`src/rtl/prot_ctrl_pkg.sv`:
```
package prot_ctrl_pkg;

  // Strobes from control to datapath, all single-cycle.
  typedef struct packed {
    logic       loadWel;
    logic       welVal;
    logic       setRwel;
    logic       clrRwel;
    logic       loadNv;
    logic [1:0] wdVal;
    logic [2:0] bpVal;
  } regStrobe_t;

  localparam logic [7:0] REG_UNLOCK_BYTE = 8'h06;

endpackage

```
`src/rtl/prot_busy_timer.sv`:
```
module prot_busy_timer #(
  parameter int BUSY_CYCLES = 1250000
) (
  input  logic clk,
  input  logic rstN,
  input  logic startBusy,
  output logic busy
);
  localparam int CNT_W = $clog2(BUSY_CYCLES + 1);
  localparam logic [CNT_W-1:0] CNT_LOAD = CNT_W'(BUSY_CYCLES);

  logic [CNT_W-1:0] cnt;

  always_ff @(posedge clk or negedge rstN) begin
    if (!rstN)               cnt <= '0;
    else if (startBusy)      cnt <= CNT_LOAD;
    else if (cnt != '0)      cnt <= cnt - 1'b1;
  end

  assign busy = (cnt != '0);

  // a store raises busy on the next cycle
  p_busy_follows_start_r5: assert property (@(posedge clk) disable iff (!rstN)
    startBusy |=> busy);

endmodule

```
`src/rtl/prot_ctrl_dp.sv`:
```
module prot_ctrl_dp
  import prot_ctrl_pkg::*;
#(
  parameter int ADDR_W     = 9,
  parameter int PAGE_BYTES = 16
) (
  input  logic              clk,
  input  logic              rstN,
  input  regStrobe_t        strobe,
  input  logic [ADDR_W-1:0] arrAddr,
  output logic [7:0]        ctrlReg,
  output logic              welQ,
  output logic              rwelQ,
  output logic              protHit
);
  localparam int LOW_GROUPS = 4;

  logic [1:0] wdQ;
  logic [2:0] bpQ;

  always_ff @(posedge clk or negedge rstN) begin
    if (!rstN) begin
      wdQ   <= '0;
      bpQ   <= '0;
      welQ  <= 1'b0;
      rwelQ <= 1'b0;
    end else begin
      if (strobe.loadNv) begin
        wdQ <= strobe.wdVal;
        bpQ <= strobe.bpVal;
      end
      if (strobe.loadWel) welQ <= strobe.welVal;
      if (strobe.setRwel)      rwelQ <= 1'b1;
      else if (strobe.clrRwel) rwelQ <= 1'b0;
    end
  end

  assign ctrlReg = {1'b0, wdQ, bpQ[1:0], rwelQ, welQ, bpQ[2]};

  // Low-page groups: 1, 2, 4 and 8 pages from address zero.
  logic [LOW_GROUPS-1:0] lowHit;
  for (genvar k = 0; k < LOW_GROUPS; k++) begin : g_low
    localparam logic [ADDR_W:0] LIMIT = (ADDR_W+1)'(PAGE_BYTES << k);
    assign lowHit[k] = ({1'b0, arrAddr} < LIMIT);
  end

  logic upperQuarter, upperHalf;
  assign upperQuarter = (arrAddr[ADDR_W-1 -: 2] == 2'b11);
  assign upperHalf    = arrAddr[ADDR_W-1];

  always_comb begin
    unique case (bpQ)
      3'b000:  protHit = 1'b0;
      3'b001:  protHit = upperQuarter;
      3'b010:  protHit = upperHalf;
      3'b011:  protHit = 1'b1;
      default: protHit = lowHit[bpQ[1:0]];
    endcase
  end

  // RWEL can only exist with WEL set
  p_rwel_implies_wel_r4: assert property (@(posedge clk) disable iff (!rstN)
    rwelQ |-> welQ);

  // stored fields change only out of the fully unlocked state
  p_nv_needs_unlock_r5: assert property (@(posedge clk) disable iff (!rstN)
    ({wdQ, bpQ} != $past({wdQ, bpQ})) |-> $past(rwelQ && welQ));

endmodule

```
`src/rtl/prot_ctrl_fsm.sv`:
```
module prot_ctrl_fsm
  import prot_ctrl_pkg::*;
(
  input  logic       clk,
  input  logic       rstN,
  input  logic [7:0] wrByte,
  input  logic       wrValid,
  input  logic       wrEnd,
  input  logic       targetReg,
  input  logic       wpPin,
  input  logic       busy,
  input  logic       welQ,
  input  logic       rwelQ,
  input  logic       protHit,
  output logic       ackValid,
  output logic       ackOk,
  output logic       permit,
  output logic       startBusy,
  output regStrobe_t strobe
);
  logic       accept, blocked, regOk, arrOk, byteOk, commit;
  logic       regSeen, pendValid;
  logic [7:0] pendByte;

  assign accept  = wrValid & ~wrEnd;
  assign blocked = busy | wpPin;
  assign regOk   = ~blocked & ~regSeen & (welQ | wrByte[1]);
  assign arrOk   = ~blocked & welQ & ~protHit;
  assign byteOk  = targetReg ? regOk : arrOk;
  assign permit  = welQ & ~wpPin & ~busy & ~protHit;
  assign commit  = wrEnd & pendValid;

  always_ff @(posedge clk or negedge rstN) begin
    if (!rstN) begin
      ackValid  <= 1'b0;
      ackOk     <= 1'b0;
      regSeen   <= 1'b0;
      pendValid <= 1'b0;
      pendByte  <= '0;
    end else begin
      ackValid <= accept;
      ackOk    <= accept & byteOk;
      if (wrEnd) begin
        regSeen   <= 1'b0;
        pendValid <= 1'b0;
      end else if (accept && targetReg) begin
        regSeen   <= 1'b1;
        pendValid <= regOk;
        pendByte  <= wrByte;
      end
    end
  end

  always_comb begin
    strobe    = '0;
    startBusy = 1'b0;
    if (commit) begin
      if (rwelQ && welQ) begin
        if (!pendByte[2]) begin
          strobe.loadNv  = 1'b1;
          strobe.wdVal   = pendByte[6:5];
          strobe.bpVal   = {pendByte[0], pendByte[4:3]};
          strobe.clrRwel = 1'b1;
          strobe.loadWel = 1'b1;
          strobe.welVal  = pendByte[1];
          startBusy      = 1'b1;
        end
      end else if (welQ && pendByte == REG_UNLOCK_BYTE) begin
        strobe.setRwel = 1'b1;
        strobe.loadWel = 1'b1;
        strobe.welVal  = 1'b1;
      end else begin
        strobe.loadWel = 1'b1;
        strobe.welVal  = pendByte[1];
      end
    end else if (accept && !targetReg && !busy && protHit) begin
      strobe.clrRwel = 1'b1;
    end
  end

  // the pin refuses every byte
  p_wp_refuses_r8: assert property (@(posedge clk) disable iff (!rstN)
    (accept && wpPin) |=> (ackValid && !ackOk));

  // bytes during busy are refused
  p_busy_refuses_r7: assert property (@(posedge clk) disable iff (!rstN)
    (accept && busy) |=> !ackOk);

  // second register byte refused
  p_second_byte_r9: assert property (@(posedge clk) disable iff (!rstN)
    (accept && targetReg && regSeen) |=> !ackOk);

  // protected array byte drops RWEL
  p_prot_clears_rwel_r12: assert property (@(posedge clk) disable iff (!rstN)
    (accept && !targetReg && !busy && protHit) |=> !rwelQ);

  // byte coinciding with end strobe yields no pulse
  p_end_drops_byte_r13: assert property (@(posedge clk) disable iff (!rstN)
    (wrValid && wrEnd) |=> !ackValid);

endmodule

```
`src/rtl/prot_ctrl_reg.sv`:
```
module prot_ctrl_reg
  import prot_ctrl_pkg::*;
#(
  parameter int ADDR_W      = 9,
  parameter int PAGE_BYTES  = 16,
  parameter int BUSY_CYCLES = 1250000
) (
  input  logic              clk,
  input  logic              rstN,
  input  logic [7:0]        wrByte,
  input  logic              wrValid,
  input  logic              wrEnd,
  input  logic              targetReg,
  input  logic [ADDR_W-1:0] arrAddr,
  input  logic              wpPin,
  output logic [7:0]        ctrlReg,
  output logic              ackValid,
  output logic              ackOk,
  output logic              busy,
  output logic              permit
);
  regStrobe_t strobe;
  logic welQ, rwelQ, protHit, startBusy;

  prot_ctrl_fsm u_fsm (
    .clk, .rstN, .wrByte, .wrValid, .wrEnd, .targetReg, .wpPin, .busy,
    .welQ, .rwelQ, .protHit, .ackValid, .ackOk, .permit, .startBusy, .strobe
  );

  prot_ctrl_dp #(.ADDR_W(ADDR_W), .PAGE_BYTES(PAGE_BYTES)) u_dp (
    .clk, .rstN, .strobe, .arrAddr, .ctrlReg, .welQ, .rwelQ, .protHit
  );

  prot_busy_timer #(.BUSY_CYCLES(BUSY_CYCLES)) u_timer (
    .clk, .rstN, .startBusy, .busy
  );

endmodule

```
`config.mk`:
```
export PLATFORM = sky130hd
export DESIGN_NAME = prot_ctrl_reg
export DESIGN_NICKNAME = d
export VERILOG_FILES = /design/src/rtl/prot_ctrl_pkg.sv /design/src/rtl/prot_busy_timer.sv /design/src/rtl/prot_ctrl_dp.sv /design/src/rtl/prot_ctrl_fsm.sv /design/src/rtl/prot_ctrl_reg.sv
export SDC_FILE = /design/constraint.sdc
export NUM_CORES = 1
export LEC_CHECK = 0
export BUFFER_PORTS_ARGS = -buffer_cell sky130_fd_sc_hd__clkbuf_2
export CORE_MARGIN = 1.5
export CORE_UTILIZATION = 25
export DETAILED_ROUTE_END_ITERATION = 8
export PLACE_DENSITY = 0.44
export SLEW_MARGIN = 30
export SYNTH_ARGS = -nofsm -noshare
export SYNTH_HDL_FRONTEND = slang
export SYNTH_SLANG_ARGS = --single-unit
```
`constraint.sdc`:
```
create_clock -name clk -period 2.1 [get_ports clk]
set_input_delay 0.105 -clock clk [delete_from_list [all_inputs] [get_ports clk]]
set_output_delay 0.105 -clock clk [all_outputs]
set_load 0.01 [all_outputs]
```
==> impl_metrics.py <==
metrics = {
    "global_route": {
        "grt_max_degree": 22,
        "globalRouteTotalUtil_pct": 12.1,
        "grt_pass1_vias": 1749,
        "grt_pass1_wl_um": 8370,
        "grt_antenna_before_repair": 0,
        "overflow": 0,
    },
    "timing": {
        "setup_ws_ns": -0.200,
        "fin_crit_ns": 2.30,
        "rsz0062_at_grt": "true",
        "final-max-slew-violation-count": 0,
        "setup_viol": 7,
        "fmax_ghz": 0.435,
        "finalClockSkew_ns": 0.00635,
        "timing.hold.ws_ns": 0.0398,
        "finalHoldViolations": 0,
        "worst_slew_pin_slew_ns": 0.577,
        "relSlewSlack_pct": 61.5,
        "fin_crit_sh_pct": 110,
    },
    "setup_path": {
        "ff2ff_setup_slack_ns": -0.13,
        "arrival_ns": 2.20,
        "required_ns": 2.00,
        "critPathKind": "flip-flop to primary output",
        "worstSetupStartpointType": "flip-flop",
        "timing.rr.start": "u_timer.cnt[16]",
        "worstPathMaxFanout": 2,
        "startpoint": "u_timer.cnt[16]",
        "r2r_end": "u_timer.cnt[2]",
        "critPathCaptureType": "primary output",
        "ff2ff_path_depth": 6,
    },
    "yosys": {
        "synthFlopType": "dfrtp_1",
        "synthMuxAreaShare_pct": 7.60,
        "synth_nets": 231,
        "synthCells": 206,
        "synth_compound_area_share_pct": 14.6,
        "synth-simple-area-share_pct": 25.9,
        "synth_top_family_by_area": "simple AND/OR/NAND/NOR gates",
        "yosysTopAreaCell": "dfrtp_1",
        "synth-edff-count": 0,
        "syn_area_um2": 2110,
        "synthAdderAreaFrac_pct": 1.19,
        "synth_common_cells": "dfrtp_1, nand2_1, a21oi_1, nand3_1, nor2_1",
        "yosysMostFrequentCell": "dfrtp_1",
        "synthXorXnorAreaFrac_pct": 0,
        "yosys.area.top_type_share_pct": 47.5,
        "ys_seq_area_share_pct": 47.5,
        "yosys-top-cells-area": "dfrtp_1, nand2_1, mux2_2",
        "syn_avg_cell_area_um2": 10.2,
        "synth_seq_cells": 40,
        "synthArstFlopShare_pct": 100,
        "yosys_warnings": 0,
        "synth.distinct_cells": 52,
    },
    "placed_design": {
        "pre_cts_slack_ns": 0.0660,
        "place_area_um2": 2500,
        "portBuffers": 29,
        "gp_congestion": 0.741,
        "dpl.hpwl_um": 3520,
        "dp_cells": 352,
    },
    "routing": {
        "first_iter_violations": 41,
        "vias": 1745,
        "drcViolationCount": 0,
        "drtAntennaViolNets": 0,
        "dr.pass1.iters": 4,
        "wl_um": 4910,
        "wire_per_inst_um": 13.4,
        "viasPerCell": 4.75,
    },
    "cts": {
        "path_clk_slew_ns": 0.08,
        "cts.sinks": 40,
        "h-tree-depth": 2,
        "numCtsBuffers": 5,
        "clk_latency_ns": 0.29,
        "cts-root-buf": "clkbuf_8",
        "cts_tree": "done",
        "cts_buffer_depth": 2,
    },
    "floorplan": {
        "core.rowCount": 33,
        "start_util_pct": 25.8,
        "ios": 35,
        "core_um2": 8180,
        "die_area_um2": 8990,
        "die_h_um": 94.8,
        "die_w_um": 94.8,
    },
    "layout": {
        "num_antenna_cells": 0,
        "syn_to_final_growth_pct": 28.8,
        "fin_cells": 367,
        "drive_gt1_share_pct": 35.5,
        "n_fill_cell": 859,
        "final_nets": 286,
        "stdcell_area_um2": 2710,
    },
    "job": {
        "cap_violations": 0,
    },
    "power": {
        "irDropWorstVdd_uv": 249,
        "p_per_area_nw_per_um2": 524,
        "leakagePower_uw": 0.00113,
    },
    "run_status": {
        "status": "finished, violations left",
        "violations": "setup timing",
    },
    "min_path": {
        "min_path_type": "primary input to flip-flop",
        "holdPathStages": 2,
        "holdPathEnd": "u_fsm.pendByte[0]",
        "holdCritStartpoint": "wrByte[0]",
    },
}
-- final cells by class --
cell class,instances,area [µm²],share of cell area [%]
sequential,40,1000,36.9
clock buffer,5,68.8,2.54
timing repair buffer,56,383,14.1
tap,105,131,4.84
multi-input combinational,154,1100,40.4
clock inverter,3,18.8,0.692
inverter,4,15.0,0.553
-- worst max path at each step --
stage               slack, ns  endpoint  cells past startpoint
detailed placement       0.07    permit                      6
floorplan                0.05    permit                      5
CTS                     -0.23    permit                      6
finish                  -0.20    permit                      6
global placement         0.04    permit                      6
global route            -0.30    permit                      6
-- registers in the layout (all words and copies together) (netlist names) --
name / count
u_fsm.pendByte: 8
u_fsm.ackOk: 1
u_fsm.ackValid: 1
u_dp.rwelQ: 1
u_dp.welQ: 1
u_timer.cnt: 21
u_dp.bpQ: 3
u_fsm.regSeen: 1
u_fsm.pendValid: 1
u_dp.wdQ: 2
-- cell families after synthesis --
logic type,count (synthesis)
AOI/OAI and AO/OA,43
adders and majority gates,2
buffers and inverters,12
DFF,40
muxes,15
other,1
and+or+nand+nor,93
-- cells in the final DEF, fill, tap and decap left out, types with 2 or more instances in the layout --
master and instances:
clkinv_2 2, nor3_1 4, nor4_4 2, or4_4 3, inv_1 4, nand2_1 29, nand4_1 3, mux2_2 8
nor2_1 9, and2_1 4, or3_1 2, buf_4 22, buf_6 3, mux2i_1 7, nand2b_1 6, a21oi_1 11
o21ai_0 3, or4_1 5, clkbuf_8 6, o41ai_1 2, nor4_1 2, clkbuf_2 27, dfrtp_1 40, ha_1 2
nand3_1 9, or2_2 4, o31ai_1 7
-- worst max-delay path: stages (launching register included) --
cell and delay [ns]:
dfrtp_1 0.38, or4_4 0.56, nor4_4 0.29, buf_4 0.17, nand2_4 0.05, nor4b_4 0.26
buf_2 0.17
-- repair_timing --
action / CTS / global route
hold endpoints to repair: 20 / 0
pin swaps: 2 / 4
endpoints found under the setup margin: 2 / 10
gates cloned: 0 / 0
resized for setup: 5 / 10
buffers inserted: 5 / 1
hold buffers: 1 / 0
-- power by group --
part	total [µW]	internal [µW]	switching, µW	leakage (µW)
combinational	87.0	45.1	41.9	0.000624
clock	512	232	280	0.0000479
sequential	823	801	22.2	0.000463
total	1420	1080	345	0.00113
-- stage by stage --
stage          util, %  total power (µW)  TNS (ns)
5_1_grt           33.2              1510     -1.48
2_1_floorplan        -               873         0
3_5_place_dp      30.5               926         0
3_3_place_gp      30.5               925         0
6_report          33.2              1420    -0.698
4_1_cts           32.6              1450    -0.517
-- layer usage --
| layer | vias to the layer above | track usage, % | wire, µm |
|---|---|---|---|
| met5 | - | 0 | 0 |
| met2 | 30 | 20.5 | 2390 |
| met4 | 0 | 3.73 | 61 |
| met1 | 837 | 15.4 | 2290 |
| met3 | 5 | 2.58 | 163 |
| li1 | 873 | - | - |
Note: power is estimated with default switching activity, not from simulation.
